$ cat src/rtl/rll17_pkg.sv
package rll17_pkg;
  localparam int DIBIT_W = 2;
  localparam int CODE_W  = 3;
  localparam int PAIR_W  = 2 * CODE_W;
  localparam int LEN_W   = $clog2(PAIR_W + 1);

  typedef logic [DIBIT_W-1:0] dibit_t;
  typedef logic [CODE_W-1:0]  code_t;

  // plain word for one dibit
  function automatic code_t base_code(input dibit_t d);
    code_t c;
    case (d)
      2'b00:   c = 3'b101;
      2'b01:   c = 3'b100;
      2'b10:   c = 3'b001;
      default: c = 3'b010;
    endcase
    return c;
  endfunction

  // word whose last bit is 1
  function automatic logic tail_is_one(input dibit_t d);
    return !d[0];
  endfunction

  // word whose first bit is 1
  function automatic logic head_is_one(input dibit_t d);
    return !d[1];
  endfunction

  // first half of a six-bit substitute; second half is all zeros
  function automatic code_t merged_head(input dibit_t cur, input dibit_t nxt);
    return base_code({cur[1], nxt[0]});
  endfunction
endpackage

$ cat src/rtl/rll17_in_front.sv
module rll17_in_front
  import rll17_pkg::*;
#(
  parameter bit SERIAL_IN = 1'b0,
  parameter int IN_W      = SERIAL_IN ? 1 : DIBIT_W
) (
  input  logic            clk,
  input  logic            rst_n,
  input  logic            in_valid,
  input  logic [IN_W-1:0] in_data,
  input  logic            in_last,
  output logic            in_ready,
  output logic            dib_valid,
  output dibit_t          dib_data,
  output logic            dib_last,
  input  logic            dib_ready
);

  generate
    if (SERIAL_IN) begin : g_serial
      logic   half_v;
      logic   half_b;
      logic   pair_v;
      logic   pair_last;
      dibit_t pair_d;
      logic   bit_fire;

      assign in_ready = !pair_v || dib_ready;
      assign bit_fire = in_valid && in_ready;

      always_ff @(posedge clk) begin
        if (!rst_n) begin
          half_v    <= 1'b0;
          half_b    <= 1'b0;
          pair_v    <= 1'b0;
          pair_d    <= '0;
          pair_last <= 1'b0;
        end else begin
          if (pair_v && dib_ready) pair_v <= 1'b0;
          if (bit_fire) begin
            if (half_v) begin
              pair_v    <= 1'b1;
              pair_d    <= {half_b, in_data[0]};
              pair_last <= in_last;
              half_v    <= 1'b0;
            end else if (in_last) begin
              pair_v    <= 1'b1;
              pair_d    <= {in_data[0], 1'b0};
              pair_last <= 1'b1;
            end else begin
              half_v <= 1'b1;
              half_b <= in_data[0];
            end
          end
        end
      end

      assign dib_valid = pair_v;
      assign dib_data  = pair_d;
      assign dib_last  = pair_last;
    end else begin : g_dibit
      assign dib_valid = in_valid;
      assign dib_data  = dibit_t'(in_data);
      assign dib_last  = in_last;
      assign in_ready  = dib_ready;
    end
  endgenerate

endmodule

$ cat src/rtl/rll17_word_sel.sv
module rll17_word_sel
  import rll17_pkg::*;
(
  input  dibit_t            cur,
  input  logic              cur_last,
  input  logic              nxt_valid,
  input  dibit_t            nxt,
  input  logic              nxt_last,
  output logic              decided,
  output logic [PAIR_W-1:0] word,
  output logic [LEN_W-1:0]  len,
  output logic              take_next,
  output logic              word_last
);

  localparam code_t ZERO_W = '0;

  always_comb begin
    decided   = 1'b1;
    take_next = 1'b0;
    word      = {base_code(cur), ZERO_W};
    len       = LEN_W'(CODE_W);
    word_last = cur_last;
    if (tail_is_one(cur)) begin
      if (cur_last) begin
        // record ends: pad with dibit 00, which always starts with 1
        word      = {merged_head(cur, dibit_t'(0)), ZERO_W};
        len       = LEN_W'(PAIR_W);
        word_last = 1'b1;
      end else if (!nxt_valid) begin
        decided = 1'b0;
      end else if (head_is_one(nxt)) begin
        word      = {merged_head(cur, nxt), ZERO_W};
        len       = LEN_W'(PAIR_W);
        take_next = 1'b1;
        word_last = nxt_last;
      end
    end
  end

endmodule

$ cat src/rtl/rll17_serializer.sv
module rll17_serializer
  import rll17_pkg::*;
(
  input  logic              clk,
  input  logic              rst_n,
  input  logic              load,
  input  logic [PAIR_W-1:0] word,
  input  logic [LEN_W-1:0]  len,
  input  logic              word_last,
  output logic              can_load,
  output logic              out_valid,
  output logic              out_bit,
  output logic              out_last,
  input  logic              out_ready
);

  logic [PAIR_W-1:0] sh;
  logic [LEN_W-1:0]  cnt;
  logic              last_q;
  logic              on_final;

  assign on_final  = (cnt == LEN_W'(1));
  assign out_valid = (cnt != '0);
  assign out_bit   = sh[PAIR_W-1];
  assign out_last  = last_q && on_final;
  assign can_load  = (cnt == '0) || (on_final && out_ready);

  always_ff @(posedge clk) begin
    if (!rst_n) begin
      sh     <= '0;
      cnt    <= '0;
      last_q <= 1'b0;
    end else if (load) begin
      sh     <= word;
      cnt    <= len;
      last_q <= word_last;
    end else if (out_valid && out_ready) begin
      sh  <= {sh[PAIR_W-2:0], 1'b0};
      cnt <= cnt - LEN_W'(1);
    end
  end

endmodule

$ cat src/rtl/rll17_encoder.sv
module rll17_encoder
  import rll17_pkg::*;
#(
  parameter bit SERIAL_IN = 1'b0,
  localparam int IN_W     = SERIAL_IN ? 1 : DIBIT_W
) (
  input  logic            clk,
  input  logic            rst_n,
  input  logic            in_valid,
  input  logic [IN_W-1:0] in_data,
  input  logic            in_last,
  output logic            in_ready,
  output logic            out_valid,
  output logic            out_bit,
  output logic            out_last,
  input  logic            out_ready
);

  logic   dib_valid;
  dibit_t dib_data;
  logic   dib_last;
  logic   dib_ready;
  logic   dib_fire;

  logic   hold_v;
  dibit_t hold_d;
  logic   hold_last;
  logic   hold_fire;

  logic              sel_decided;
  logic [PAIR_W-1:0] sel_word;
  logic [LEN_W-1:0]  sel_len;
  logic              sel_take;
  logic              sel_last;
  logic              can_load;

  rll17_in_front #(.SERIAL_IN(SERIAL_IN), .IN_W(IN_W)) u_front (
    .clk       (clk),
    .rst_n     (rst_n),
    .in_valid  (in_valid),
    .in_data   (in_data),
    .in_last   (in_last),
    .in_ready  (in_ready),
    .dib_valid (dib_valid),
    .dib_data  (dib_data),
    .dib_last  (dib_last),
    .dib_ready (dib_ready)
  );

  rll17_word_sel u_sel (
    .cur       (hold_d),
    .cur_last  (hold_last),
    .nxt_valid (dib_valid),
    .nxt       (dib_data),
    .nxt_last  (dib_last),
    .decided   (sel_decided),
    .word      (sel_word),
    .len       (sel_len),
    .take_next (sel_take),
    .word_last (sel_last)
  );

  // a dibit may enter whenever the hold slot is free or is about to empty
  assign dib_ready = !hold_v || can_load;
  assign dib_fire  = dib_valid && dib_ready;
  assign hold_fire = hold_v && sel_decided && can_load;

  always_ff @(posedge clk) begin
    if (!rst_n) begin
      hold_v    <= 1'b0;
      hold_d    <= '0;
      hold_last <= 1'b0;
    end else if (hold_fire) begin
      if (dib_fire && !sel_take) begin
        hold_d    <= dib_data;
        hold_last <= dib_last;
      end else begin
        hold_v <= 1'b0;
      end
    end else if (dib_fire) begin
      hold_v    <= 1'b1;
      hold_d    <= dib_data;
      hold_last <= dib_last;
    end
  end

  rll17_serializer u_ser (
    .clk       (clk),
    .rst_n     (rst_n),
    .load      (hold_fire),
    .word      (sel_word),
    .len       (sel_len),
    .word_last (sel_last),
    .can_load  (can_load),
    .out_valid (out_valid),
    .out_bit   (out_bit),
    .out_last  (out_last),
    .out_ready (out_ready)
  );

endmodule

$ cat config.mk
export PLATFORM = sky130hd
export DESIGN_NAME = rll17_encoder
export DESIGN_NICKNAME = d
export VERILOG_FILES = /design/src/rtl/rll17_pkg.sv /design/src/rtl/rll17_in_front.sv /design/src/rtl/rll17_word_sel.sv /design/src/rtl/rll17_serializer.sv /design/src/rtl/rll17_encoder.sv
export SDC_FILE = /design/constraint.sdc
export NUM_CORES = 1
export LEC_CHECK = 0
export BUFFER_PORTS_ARGS = -buffer_cell sky130_fd_sc_hd__buf_4
export CAP_MARGIN = 20
export CORE_ASPECT_RATIO = 0.75
export CORE_MARGIN = 2
export CORE_UTILIZATION = 40
export CTS_CLUSTER_DIAMETER = 120
export DETAILED_ROUTE_END_ITERATION = 8
export PLACE_DENSITY = 0.66
export SETUP_SLACK_MARGIN = 0.3
export SLEW_MARGIN = 20
export SYNTH_ARGS = -nofsm -noshare
export SYNTH_HDL_FRONTEND = slang
export SYNTH_HIERARCHICAL = 1
export SYNTH_SLANG_ARGS = --single-unit
$ cat constraint.sdc
create_clock -name clk -period 1.85 [get_ports clk]
set_input_delay 0.37 -clock clk [delete_from_list [all_inputs] [get_ports clk]]
set_output_delay 0.37 -clock clk [all_outputs]
set_load 0.03 [all_outputs]
## Word-level counts from Yosys, hierarchy flattened

Cells that the tools add are included.
Widths: inputs -> output; s select.

| storage, ports and cells | value |
|---|---|
| bits in registers | 14 |
| output and inout bits | 4 |
| word-level logic and storage cells | 69 |

| cells by class | value |
|---|---|
| $add $sub $neg | 1 |
| eq/ne operators | 7 |
| mux-type cells | 35 |
| bitwise gates (word level) | 1 |
| reduce and logical (&&, ||, !) cells | 19 |

Operators with widths:

| kind | count |
|---|---|
| $mux 6 | 6 |
| $mux 3 | 6 |
| $pmux 3 s3 | 2 |
| $mux 1 | 17 |
| $logic_and 1x1->1 | 7 |
| $mux 2 | 3 |
| $pmux 3 s2 | 1 |
| $eq 2x1->1 const B | 2 |
| $eq 2x2->1 const B | 2 |
| $logic_not 2->1 | 2 |
| $reduce_and 2->1 | 2 |
| $reduce_bool 2->1 | 2 |
| $eq 3x1->1 const B | 1 |
| $logic_not 3->1 | 1 |
| $reduce_bool 3->1 | 1 |
| $sub 3x1->3 const B | 1 |
| $logic_not 1->1 | 2 |
| $logic_or 1x1->1 | 2 |
| $ne 2x1->1 const B | 1 |
| $ne 2x2->1 const B | 1 |
| $not 1->1 | 1 |

## Depth between registers and ports, before layout

| depth | value |
|---|---|
| depth after elaboration | 8 |
| gate-level depth with buffers | 9 |
| mapped depth without buffers | 8 |

## Modules after synthesis

The synthesis kept the hierarchy.

Modules (own cells, without submodules):

| module | instances | cells each | area an instance (um^2) | seq. area each (um^2) |
|---|---|---|---|---|
| rll17_serializer | 1 | 64 | 570.5 | 200.2 |
| rll17_encoder | 1 | 22 | 188.9 | 80.1 |
| rll17_word_sel | 1 | 18 | 110.1 | 0.0 |
| rll17_in_front | 1 | 5 | 37.5 | 0.0 |

## Worst setup path after synthesis

OpenSTA, ideal clock, no wires.

| timing path | value |
|---|---|
| path kind | input port to flip-flop |
| start point | in in_valid |
| end point | reg u_ser.sh[0] |
| arrival time | 1.626 ns |
| data required time | 1.784 ns |
| setup slack | 0.158 ns |
| stages on the path | 6 |
| buffers on the path | 2 |
| cells stage by stage | buf_4 or3_1 and3_1 buf_2 a211o_1 a21oi_2 |

| on the way | value |
|---|---|
| cells in the longest elaborated chain, start to end | 6 |
| elaborated cells on any way between the ends | 10 |

RTL lines:

| what | line | text |
|---|---|---|
| from (decl) | rll17_encoder.sv:9 | `input logic in_valid,` |
| $mux 1 (*) | rll17_word_sel.sv:30 | `end else if (!nxt_valid) begin` |
| $mux 1 (*) | rll17_word_sel.sv:25 | `if (cur_last) begin` |
| $mux 1 (*) | rll17_word_sel.sv:24 | `if (tail_is_one(cur)) begin` |
| net sel_decided | rll17_encoder.sv:30 | `logic sel_decided;` |
| $logic_and 1x1->1 (*) (2 in a row) | rll17_encoder.sv:66 | `assign hold_fire = hold_v && sel_decided && can_load;` |
| net hold_fire | rll17_encoder.sv:28 | `logic hold_fire;` |
| $mux 6 / $reduce_bool 2->1 (equally long branches) | - |  |
| to (signal assigned) | rll17_serializer.sv:34 | `sh <= word;` |
| to (signal assigned) | rll17_serializer.sv:38 | `sh <= {sh[PAIR_W-2:0], 1'b0};` |
| to (decl) | rll17_serializer.sv:17 | `logic [PAIR_W-1:0] sh;` |

The timed path passes the listed nets; every way through them passes the cells marked *.
A chain may end at the register's enable or synchronous reset.

## Worst setup path in the final report

| timing path | value |
|---|---|
| start point | reg u_ser.cnt[0] |
| end point | out in_ready |

| on the way | value |
|---|---|
| cells in the longest elaborated chain, start to end | 4 |
| elaborated cells on any way between the ends | 5 |

RTL lines:

| what | line | text |
|---|---|---|
| from (decl) | rll17_serializer.sv:18 | `logic [LEN_W-1:0] cnt;` |
| from (signal assigned) | rll17_serializer.sv:35 | `cnt <= len;` |
| from (signal assigned) | rll17_serializer.sv:39 | `cnt <= cnt - LEN_W'(1);` |
| $eq 3x1->1 | rll17_serializer.sv:22 | `assign on_final = (cnt == LEN_W'(1));` |
| $logic_and 1x1->1 | rll17_serializer.sv:26 | `assign can_load = (cnt == '0) \|\| (on_final && out_ready);` |
| $logic_or 1x1->1 (*) | rll17_serializer.sv:26 |  |
| net can_load | rll17_encoder.sv:35 | `logic can_load;` |
| $logic_or 1x1->1 (*) | rll17_encoder.sv:64 | `assign dib_ready = !hold_v \|\| can_load;` |
| to (decl) | rll17_encoder.sv:12 | `output logic in_ready,` |

Marks and branches as above.

==> results.json <==
{
  "cap_viol_max_count": 0,
  "grt_max_degree": 17,
  "clock_path_buffers": 2,
  "synth_cell_type_count": 32,
  "fin_crit_ns": 1.691,
  "r2r_slack_ns": 0.24,
  "start_kind": "register",
  "grt_util_all_layers_pct": 14.72,
  "synth.avg_cell_area_um2": 8.322,
  "nNetsFinal": 132,
  "mostFrequentLayoutCells": "17 x buf_4, 12 x dfxtp_1, 10 x nand2_1, 8 x nor2_1, 8 x o21ai_0",
  "dieArea_um2": 2669,
  "core-area_um2": 2067,
  "whs_path_depth": 3,
  "h-tree-depth": 1,
  "powerDensity_nw_per_um2": 1512,
  "layout-drive-gt1-share_pct": 35.83,
  "hold_end": "hold_d[0]$_SDFFE_PN0P_",
  "ys_seq_elements": 14,
  "critPathCaptureType": "primary output",
  "regToRegStartpoint": "hold_last$_SDFFE_PN0P_",
  "dieHeight_um": 45.24,
  "hp-start": "in_data[0]",
  "yosys_warnings": 6,
  "critPathLaunch": "u_ser/cnt[0]$_SDFFE_PN0P_",
  "clockRootBuffer": "clkbuf_4",
  "hold_viol_final": 0,
  "crit_required_ns": 1.48,
  "antenna_found_initial": 0,
  "syn_area_um2": 907.1,
  "crit_arrival_ns": 1.32,
  "postRouteAntennaNets": 0,
  "postCtsHoldBufs": 0,
  "viasPerCell": 5.229,
  "portBuffers": 10,
  "r2r_end": "u_ser/sh[0]$_SDFFE_PN0P_",
  "finalSetupViolCount": 0,
  "fmax_ghz": 0.5915,
  "cts_tree": "built",
  "drt_wl_total_um": 1797,
  "area_growth_syn_to_layout_pct": 19.72,
  "vias": 753,
  "first_pass_iters": 4,
  "num_io_pins": 11,
  "synth-seq-area-share_pct": 30.90,
  "r2r_cells": 5,
  "cts.sinks": 14,
  "rsz0062_at_grt": "yes",
  "skew_ns": 0.0008782,
  "hpwl_um": 1225,
  "clock_latency_ns": 0.28,
  "drt_iter0_drc": 27,
  "synthCells": 109,
  "status": "completed",
  "overflow": 0,
  "placedInstanceArea_um2": 933.4,
  "fin_area_um2": 1086,
  "grt_pass1_vias": 635,
  "grt_pass1_wl_um": 2877,
  "num_rows": 14,
  "peakVddDrop_uv": 518.5,
  "layout_commonest_cell": "buf_4",
  "diodes": 0,
  "wire_per_inst_um": 12.48,
  "start_util_pct": 43.89,
  "gp_congestion": 0.7419,
  "min_period_over_period_pct": 91.38,
  "path_clk_slew_ns": 0.08,
  "dieWidth_um": 58.99,
  "hp-class": "primary input to register",
  "crit_fanout": 3,
  "path_class": "register to primary output",
  "maxSlewViolCount": 0,
  "drc": 0,
  "finalSetupTns_ns": 0,
  "power.leakage_nw": 0.4590,
  "cts_buffers": 3
}
-- power by group --
| group | internal [mW] | total, mW | switching, mW |
|---|---|---|---|
| Combinational | 0.492 | 0.992 | 0.500 |
| Sequential | 0.407 | 0.478 | 0.0709 |
| Clock | 0.0755 | 0.172 | 0.0970 |
-- critical path, stage by stage, from the launching register on --
cell,delay [ns]
dfxtp_4,0.39
inv_4,0.04
ha_4,0.15
a21oi_2,0.12
nor2_2,0.06
nand2b_4,0.15
buf_6,0.14
-- cell usage after synthesis --
cell      number  area share, %
and2_1         1           0.69
nor2b_1        1           0.69
nor2_1         9            3.7
and3_2         1           0.83
nand2_1       10            4.1
a211oi_1       7            5.8
inv_1          7            2.9
a211o_1        1           0.97
nand2b_4       1            1.5
a311oi_2       1            1.7
mux2i_1        5            5.5
and3_1         2            1.4
a21boi_0       4            3.3
nand3_1        2            1.1
ha_1           3            4.1
dfxtp_1       14             31
conb_1         2           0.83
a21oi_1        4            2.2
and4bb_1       1            1.4
a21o_1         1           0.83
a22oi_1        1           0.83
o41ai_2        1            1.8
a21oi_2        1           0.97
nand2b_1       3            2.1
o21ai_0        8            4.4
o21a_1         1           0.83
and3b_2        1            1.1
buf_4          9            7.4
or3_1          1           0.69
buf_2          2            1.1
buf_6          3            3.7
nor3_1         1           0.55
-- metal layers --
metal  wire (um)  GRT usage, %
met1         858         21.01
met5           0             0
met2         816         20.89
met3         108         5.158
met4          13         4.091
-- repair_timing --
| item | 4_1_cts | 5_1_grt |
|---|---|---|
| endpoints found under the setup margin | 16 | 11 |
| buffers inserted | 4 | 5 |
| gates resized for setup | 18 | 1 |
| pin swaps | 2 | 3 |
-- worst max-delay path by stage --
stage               slack [ns]  cells past startpoint                        to
floorplan                 0.30                      6  u_ser/sh[0]$_SDFFE_PN0P_
global placement          0.14                      8  u_ser/sh[3]$_SDFFE_PN0P_
detailed placement        0.07                      8  u_ser/sh[2]$_SDFFE_PN0P_
CTS                       0.16                      6                  in_ready
global route               0.1                      6                  in_ready
finish                    0.16                      6                  in_ready
-- logic make-up after synthesis --
kind of cell	count (synthesis)	share of synthesized area, %
AND/OR/NAND/NOR	34	19.86
flip-flops	14	30.90
other	2	0.8279
adder cells (fa/ha/maj)	3	4.138
multiplexers	5	5.517
buffers and inverters	21	15.17
AO/OA/AOI/OAI	30	23.59
-- state kept, by name, indices dropped and copies added, names as in the netlist --
signal        flops
u_ser/sh          6
u_ser/cnt         3
hold_d            2
hold_last         1
hold_v            1
u_ser/last_q      1
-- metrics by stage --
stage	worst slack [ns]	hold slack [ns]	total power, mW	instances	utilization, %
2_1_floorplan	0.3039	0.4482	1.131	111	-
3_3_place_gp	0.1353	0.4685	1.194	132	45.16
3_5_place_dp	0.07034	0.4734	1.195	132	45.16
4_1_cts	0.1567	0.3431	1.586	139	50.61
5_1_grt	0.09786	0.3443	1.766	144	52.54
6_report	0.1594	0.3484	1.643	144	52.54
-- final cells by class --
class	count	area, um2
multi-input cells	76	553.0
flip-flops and latches	14	285.3
repair buffers	20	161.4
fillers	197	980.9
well taps	24	30.03
inverters	7	33.78
clock buffers	3	22.52
No activity file was read; power rests on OpenSTA's default activity.
